<file path="src/rtl/bbsram_pkg.sv">
package bbsram_pkg;

   localparam int PIN_ADDR_W = 15;
   localparam int PIN_DATA_W = 8;

   typedef enum logic [1:0] {
      SRC_EXT   = 2'd0,
      SRC_BAT_A = 2'd1,
      SRC_BAT_B = 2'd2
   } pwr_src_e;

endpackage

</file>
<file path="src/rtl/bbsram_array.sv">
module bbsram_array #(
   parameter int DEPTH  = 256,
   parameter int DATA_W = 8,
   localparam int AW    = $clog2(DEPTH)
) (
   input  logic              clk,
   input  logic              wr_en,
   input  logic [AW-1:0]     wr_addr,
   input  logic [DATA_W-1:0] wr_data,
   input  logic [AW-1:0]     rd_addr,
   output logic [DATA_W-1:0] rd_data
);

   logic [DATA_W-1:0] mem [DEPTH];

   always_ff @(posedge clk) begin
      if (wr_en) begin
         mem[wr_addr] <= wr_data;
      end
   end

   assign rd_data = mem[rd_addr];


   commit_lands_chk: assert property (@(posedge clk)
      wr_en |=> (mem[$past(wr_addr)] == $past(wr_data)));

endmodule

</file>
<file path="src/rtl/bbsram_pwr_ctl.sv">
module bbsram_pwr_ctl
   import bbsram_pkg::*;
#(
   parameter int INHIBIT_IDX = 1,
   localparam int CNT_MAX    = INHIBIT_IDX + 1,
   localparam int CNT_W      = $clog2(CNT_MAX + 1)
) (
   input  logic     clk,
   input  logic     rst_n,
   input  logic     vcc_ok,
   input  logic     vcc_sw,
   input  logic [1:0] batt_low,
   input  logic     batt_b_gt_a,
   input  logic     acc_done,
   output logic     inhibit,
   output pwr_src_e pwr_src
);

   generate
      if (INHIBIT_IDX < 0) begin : g_bad_idx
         $error("INHIBIT_IDX must be non-negative");
      end
   endgenerate

   logic             vok_q;
   logic             armed_q;
   logic [CNT_W-1:0] cnt_q;
   pwr_src_e         src_q;
   pwr_src_e         src_nx;
   logic             restore;

   assign restore = vcc_ok && !vok_q;

   always_comb begin
      if (vcc_sw) begin
         src_nx = SRC_EXT;
      end else if (batt_low[0] && !batt_low[1]) begin
         src_nx = SRC_BAT_B;
      end else if (batt_low[1] && !batt_low[0]) begin
         src_nx = SRC_BAT_A;
      end else if (batt_b_gt_a) begin
         src_nx = SRC_BAT_B;
      end else begin
         src_nx = SRC_BAT_A;
      end
   end

   always_ff @(posedge clk) begin
      if (!rst_n) begin
         vok_q   <= 1'b0;
         armed_q <= 1'b0;
         cnt_q   <= '0;
         src_q   <= SRC_EXT;
      end else begin
         vok_q <= vcc_ok;
         src_q <= src_nx;
         if (restore) begin
            cnt_q   <= '0;
            armed_q <= &batt_low;
         end else if (acc_done && (cnt_q != CNT_W'(CNT_MAX))) begin
            cnt_q <= cnt_q + 1'b1;
         end
      end
   end

   assign inhibit = armed_q && (cnt_q == CNT_W'(INHIBIT_IDX));
   assign pwr_src = src_q;


   ext_src_chk: assert property (@(posedge clk) disable iff (!rst_n)
      vcc_sw |=> (pwr_src == SRC_EXT));


   restore_clr_chk: assert property (@(posedge clk) disable iff (!rst_n)
      $rose(vcc_ok) |=> (cnt_q == '0));

endmodule

</file>
<file path="src/rtl/bbsram_bus_seq.sv">
module bbsram_bus_seq #(
   parameter int AW     = 8,
   parameter int DATA_W = 8
) (
   input  logic              clk,
   input  logic              rst_n,
   input  logic              cs_n,
   input  logic              oe_n,
   input  logic              we_n,
   input  logic [AW-1:0]     addr_t,
   input  logic [DATA_W-1:0] wdata,
   input  logic              vcc_ok,
   input  logic              inhibit,
   input  logic [DATA_W-1:0] mem_rd,
   output logic              wr_en,
   output logic [AW-1:0]     wr_addr,
   output logic [DATA_W-1:0] wr_data,
   output logic              acc_done,
   output logic [DATA_W-1:0] rdata,
   output logic              rdata_oe
);

   logic              rd_ph, wr_ph, drive;
   logic              rd_ph_q, wr_ph_q;
   logic              commit, rd_done;
   logic [AW-1:0]     wa_q;
   logic [DATA_W-1:0] wd_q;
   logic [DATA_W-1:0] rdata_q;
   logic              oe_q;

   assign rd_ph   = vcc_ok && !cs_n && we_n;
   assign wr_ph   = vcc_ok && !cs_n && !we_n;
   assign drive   = rd_ph && !oe_n;
   assign commit  = wr_ph_q && !wr_ph && vcc_ok;
   assign rd_done = rd_ph_q && !rd_ph && vcc_ok;

   always_ff @(posedge clk) begin
      if (!rst_n) begin
         rd_ph_q <= 1'b0;
         wr_ph_q <= 1'b0;
         wa_q    <= '0;
         wd_q    <= '0;
         rdata_q <= '0;
         oe_q    <= 1'b0;
      end else begin
         rd_ph_q <= rd_ph;
         wr_ph_q <= wr_ph;
         if (wr_ph) begin
            wa_q <= addr_t;
            wd_q <= wdata;
         end
         oe_q    <= drive;
         rdata_q <= drive ? (mem_rd ^ {DATA_W{inhibit}}) : '0;
      end
   end

   assign wr_en    = commit && !inhibit;
   assign wr_addr  = wa_q;
   assign wr_data  = wd_q;
   assign acc_done = commit || rd_done;
   assign rdata    = rdata_q;
   assign rdata_oe = oe_q;

endmodule

</file>
<file path="src/rtl/bbsram_core.sv">
module bbsram_core
   import bbsram_pkg::*;
#(
   parameter int DEPTH       = 256,
   parameter int ADDR_PINS   = PIN_ADDR_W,
   parameter int DATA_W      = PIN_DATA_W,
   parameter int INHIBIT_IDX = 1
) (
   input  logic                 clk,
   input  logic                 rst_n,
   input  logic                 cs_n,
   input  logic                 oe_n,
   input  logic                 we_n,
   input  logic [ADDR_PINS-1:0] addr,
   input  logic [DATA_W-1:0]    wdata,
   input  logic                 vcc_ok,
   input  logic                 vcc_sw,
   input  logic [1:0]           batt_low,
   input  logic                 batt_b_gt_a,
   output logic [DATA_W-1:0]    rdata,
   output logic                 rdata_oe,
   output logic [1:0]           pwr_src
);

   localparam int AW = $clog2(DEPTH);

   generate
      if (DEPTH < 2) begin : g_bad_small
         $error("DEPTH must be at least 2");
      end
      if ((1 << AW) != DEPTH) begin : g_bad_pow2
         $error("DEPTH must be a power of two");
      end
      if (AW > ADDR_PINS) begin : g_bad_big
         $error("DEPTH exceeds the address pin range");
      end
   endgenerate

   logic [AW-1:0]     addr_t;
   logic [DATA_W-1:0] mem_rd;
   logic              wr_en;
   logic [AW-1:0]     wr_addr;
   logic [DATA_W-1:0] wr_data;
   logic              acc_done;
   logic              inhibit;
   pwr_src_e          src_w;

   assign addr_t = addr[AW-1:0];

   generate
      if (AW < ADDR_PINS) begin : g_trunc
         logic unused_hi;
         assign unused_hi = ^addr[ADDR_PINS-1:AW];
      end
   endgenerate

   bbsram_array #(
      .DEPTH (DEPTH),
      .DATA_W(DATA_W)
   ) u_array (
      .clk    (clk),
      .wr_en  (wr_en),
      .wr_addr(wr_addr),
      .wr_data(wr_data),
      .rd_addr(addr_t),
      .rd_data(mem_rd)
   );

   bbsram_bus_seq #(
      .AW    (AW),
      .DATA_W(DATA_W)
   ) u_bus (
      .clk     (clk),
      .rst_n   (rst_n),
      .cs_n    (cs_n),
      .oe_n    (oe_n),
      .we_n    (we_n),
      .addr_t  (addr_t),
      .wdata   (wdata),
      .vcc_ok  (vcc_ok),
      .inhibit (inhibit),
      .mem_rd  (mem_rd),
      .wr_en   (wr_en),
      .wr_addr (wr_addr),
      .wr_data (wr_data),
      .acc_done(acc_done),
      .rdata   (rdata),
      .rdata_oe(rdata_oe)
   );

   bbsram_pwr_ctl #(
      .INHIBIT_IDX(INHIBIT_IDX)
   ) u_pwr (
      .clk        (clk),
      .rst_n      (rst_n),
      .vcc_ok     (vcc_ok),
      .vcc_sw     (vcc_sw),
      .batt_low   (batt_low),
      .batt_b_gt_a(batt_b_gt_a),
      .acc_done   (acc_done),
      .inhibit    (inhibit),
      .pwr_src    (src_w)
   );

   assign pwr_src = src_w;


   drive_cause_chk: assert property (@(posedge clk) disable iff (!rst_n)
      rdata_oe |-> $past(vcc_ok && !cs_n && !oe_n && we_n));


   write_quiet_chk: assert property (@(posedge clk) disable iff (!rst_n)
      (!cs_n && !we_n) |=> !rdata_oe);


   unpowered_chk: assert property (@(posedge clk) disable iff (!rst_n)
      !vcc_ok |=> !rdata_oe);

endmodule

</file>
<file path="config.mk">
export PLATFORM = sky130hd
export DESIGN_NAME = bbsram_core
export DESIGN_NICKNAME = d
export VERILOG_FILES = /design/src/rtl/bbsram_pkg.sv /design/src/rtl/bbsram_array.sv /design/src/rtl/bbsram_pwr_ctl.sv /design/src/rtl/bbsram_bus_seq.sv /design/src/rtl/bbsram_core.sv
export SDC_FILE = /design/constraint.sdc
export NUM_CORES = 2
export LEC_CHECK = 0
export BUFFER_PORTS_ARGS = -buffer_cell sky130_fd_sc_hd__buf_2
export CAP_MARGIN = 10
export CORE_ASPECT_RATIO = 1.75
export CORE_MARGIN = 4
export CORE_UTILIZATION = 60
export CTS_BUF_LIST = sky130_fd_sc_hd__clkbuf_4
export DETAILED_ROUTE_END_ITERATION = 16
export PLACE_DENSITY = 0.75
export SLEW_MARGIN = 20
export SYNTH_ARGS = -nofsm -noshare
export SYNTH_HDL_FRONTEND = slang
export SYNTH_SLANG_ARGS = --single-unit
</file>
<file path="constraint.sdc">
create_clock -name clk -period 5.2 [get_ports clk]
set_input_delay 0.26 -clock clk [delete_from_list [all_inputs] [get_ports clk]]
set_output_delay 0.26 -clock clk [all_outputs]
set_load 0.1 [all_outputs]
</file>
==> key figures <==
STA
  – Final period util: 0.800
  – Skew final: 0.0674 ns
  – Max-slew violation count: 0
  – Worst-margin pin slew: 1.18 ns
  – Final hold vios: 0
  – Tmin final: approximately 4.2 ns
  – RSZ-0062 raised after global routing: no
  – Total negative slack: 0 ns
  – Max Clock Freq: 240 MHz
  – Hold slack: 0.0918 ns
  – Final setup vio count: 0
  – Slew Limit Headroom: 0.212

CTS
  – Clock Tree Root: clkbuf_4
  – Clock transition at the registers of the reported paths: roughly 0.080 ns
  – TritonCTS Buffers: 441
  – Worst skew pair latency: 1.34 ns
  – CTS tree: done
  – Resized Gates After CTS: 0
  – # H-tree levels: 5
  – Sink Count: about 2100
  – CTS max path bufs: 4

Drt
  – DRT Pass-1 Iters: 6
  – Wire per inst: 31.0 um
  – Antenna-violating nets left: 0
  – Routed wire length: 201000 um
  – Iter 0 DRT Violations: 5398
  – Via density: between 6 and 7
  – Vias: 42380
  – DRC violations left: 0

Placement
  – PortBufs: 36
  – Detailed Place HPWL: ~120000 um
  – Area post-placement: 0.0834 sq mm
  – Final GP Congestion: 0.886

Global route
  – First-pass GRT wire length: 293000 um
  – Initial antenna violation count: 8
  – Number of global-route vias before repair: 43747
  – GR Util All Layers: 0.288
  – Pin count of the biggest net entering global routing: 258
  – Grt ovf: 0

Cells and area
  – Final #Nets: 4384
  – Multi-input gate area: 0.0175 sq mm
  – Share of post-route cells with drive strength above 1: 0.279
  – Util after Layout: 0.665
  – Layout area overhead: 10.0%
  – FILL cells: 8673
  – Design Area, Final: 0.0895 sq mm
  – Register area: 0.0622 sq mm

Worst setup path
  – CP arrival: slightly above 5 ns
  – Slowest stage delay, CP: between 0.9 and 1 ns
  – Critical Path RT: 6.12 ns
  – CP most frequent cell: dlygate4sd3_1
  – CP Buf/Inv Count: 5
  – Worst Setup End Kind: flop
  – CP max stage cell: nor2_1
  – Critical path peak fanout: 17
  – Top delay family on crit path: simple AND/OR/NAND/NOR gates
  – Crit-path cells: dlygate4sd3_1 > dlygate4sd3_1 > buf_2 > dlygate4sd3_1 > nor2_1 > nand2_1 > buf_4 > nand4_1 > nor3b_1 > nand3_1 > nor2_1
  – Worst setup path category: input pin to flop
  – Critical path startpoint category: input pin

Pwr
  – Peak supply drop: 289 uV
  – Leakage power total: 26.0 nW
  – Tot Pwr: 0.0313 W
  – Power Density: approximately 350 mW/mm^2

Synth
  – Post-Syn Nets: 3932
  – Seq/Total Area, Yosys: 0.764
  – Most numerous cell in the Yosys netlist: edfxtp_1
  – Unique masters post-synth: between 70 and 80
  – Yosys top cell by area: edfxtp_1
  – Async set-or-reset flop fraction in the synthesized netlist: 0
  – Synth area leaders: edfxtp_1, mux4_2, mux2i_1
  – Top_reg_cell synth: edfxtp_1
  – Post-synthesis register bit count: 2081
  – Syn_area_per_cell: 20.9 sq um
  – Post-Syn Area: 0.0813 sq mm
  – Top cells by count, synth: edfxtp_1, mux4_2, nor2_1
  – Post-synth EDFFs: 2048
  – Area fraction of the dominant cell type after synthesis: 0.756
  – Synth Instances: 3897
  – Synth warn: 0

Floorplan
  – Rows: between 150 and 200
  – Die area: 0.142 sq mm
  – Starting density of the core: 0.605
  – Die Y: 495 um
  – Top Ports: 44
  – Die Width: 286 um
  – CORE AREA: about 0.13 sq mm

Status
  – Outcome: completed

Hold path
  – Hold crit path type: input pin to flop

Job
  – Max capacitance violation total: 0
## placed cells by master, fill, tap and decap left out, types with 8 or more instances in the layout
cell,count
a31oi_1,16
a211oi_1,22
clkinv_2,30
nor3_1,23
dfxtp_1,25
dlygate4sd3_1,69
inv_1,8
buf_12,19
nand4_1,9
dfxtp_4,8
o22ai_1,65
a21oi_1,48
o21ai_0,13
mux4_1,13
o221ai_1,64
and2_1,11
mux2i_1,218
buf_4,112
and3_1,9
edfxtp_1,2048
clkinv_1,116
nor2_1,285
buf_2,32
a22oi_1,24
mux4_2,442
nand2_1,127
nor2b_1,18
clkbuf_4,614
a21boi_0,18
diode_2,13
nand3_1,33
## sequential cells by signal, summed over array words and instances (netlist names)
register        count
u_pwr.pwr_src       2
u_pwr.armed_q       1
u_pwr.vok_q         1
u_bus.rdata         8
u_bus.rdata_oe      1
u_bus.wr_addr       8
u_bus.wr_ph_q       1
u_bus.wr_data       8
u_bus.rd_ph_q       1
u_array.mem      2048
u_pwr.cnt_q         2
## tightest hold or removal path: stages
cell	delay [ns]
dlygate4sd3_1	0.53
buf_2	0.13
nand2_1	0.06
buf_4	0.22
nand2_1	0.10
a21boi_0	0.08
## logic make-up (layout without fill, tap and decap cells)
family                   after synthesis  after routing  synth area share
AND/OR/NAND/NOR                      550            550            0.0291
multiplexers                         678            678             0.154
XOR/XNOR                               1              1          0.000108
flip-flops                          2081           2081             0.764
adder cells (fa/ha/maj)                2              2          0.000308
other                                  0             13                 0
AO/OA/AOI/OAI                        343            343            0.0309
buffers and inverters                242           1016            0.0213
## stage by stage
| step | setup WS (ns) | instances |
|---|---|---|
| 6_report | 1.04 | 6484 |
| 5_1_grt | 0.887 | 6478 |
| 4_1_cts | 1.25 | 6467 |
| 3_5_place_dp | 1.21 | 5633 |
| 3_3_place_gp | 1.24 | 5633 |
| 2_1_floorplan | 0.947 | 3897 |
## repair_timing
action	in CTS	in global routing
buffers inserted	0	0
hold buffers	69	0
endpoints found under the hold margin	33	0
setup endpoints to repair	0	0
## cell type report
cell class / instances / share of cell area
diodes: 13 / 0.000364
clock inverters: 151 / 0.00738
multi-input cells: 1574 / 0.195
inverters: 12 / 0.000531
repair buffers: 239 / 0.0248
clock buffers: 614 / 0.0515
flip-flops and latches: 2081 / 0.695
well taps: 1800 / 0.0252
## where the power goes
part	internal [W]	leakage [nW]	switching, W
Clock	0.00555	3.16	0.00595
Combinational	0.000525	6.42	0.000942
Sequential	0.0183	16.4	0.0000276
## final timing paths
check             cells past startpoint                     startpoint  slack [ns]                            end
setup reg to reg                      7    u_pwr.cnt_q[1]$_SDFFE_PP0P_        1.46  u_array.mem[188][7]$_DFFE_PP_
hold reg to reg                       2  u_bus.wr_addr[6]$_SDFFE_PN0P_        0.52  u_bus.wr_addr[6]$_SDFFE_PN0P_
hold / removal                        6                         vcc_ok        0.09  u_bus.wr_addr[4]$_SDFFE_PN0P_
setup / recovery                     11                           we_n        1.04  u_array.mem[188][7]$_DFFE_PP_
## layer usage
metal	wire [um]	vias to the layer above	GRT usage
met5	7	-	0
met4	12200	2	0.156
met3	19500	533	0.0641
met2	103000	2701	0.481
met1	66300	21714	0.355
li1	-	17430	-
No activity file was read; power rests on OpenSTA's default activity.
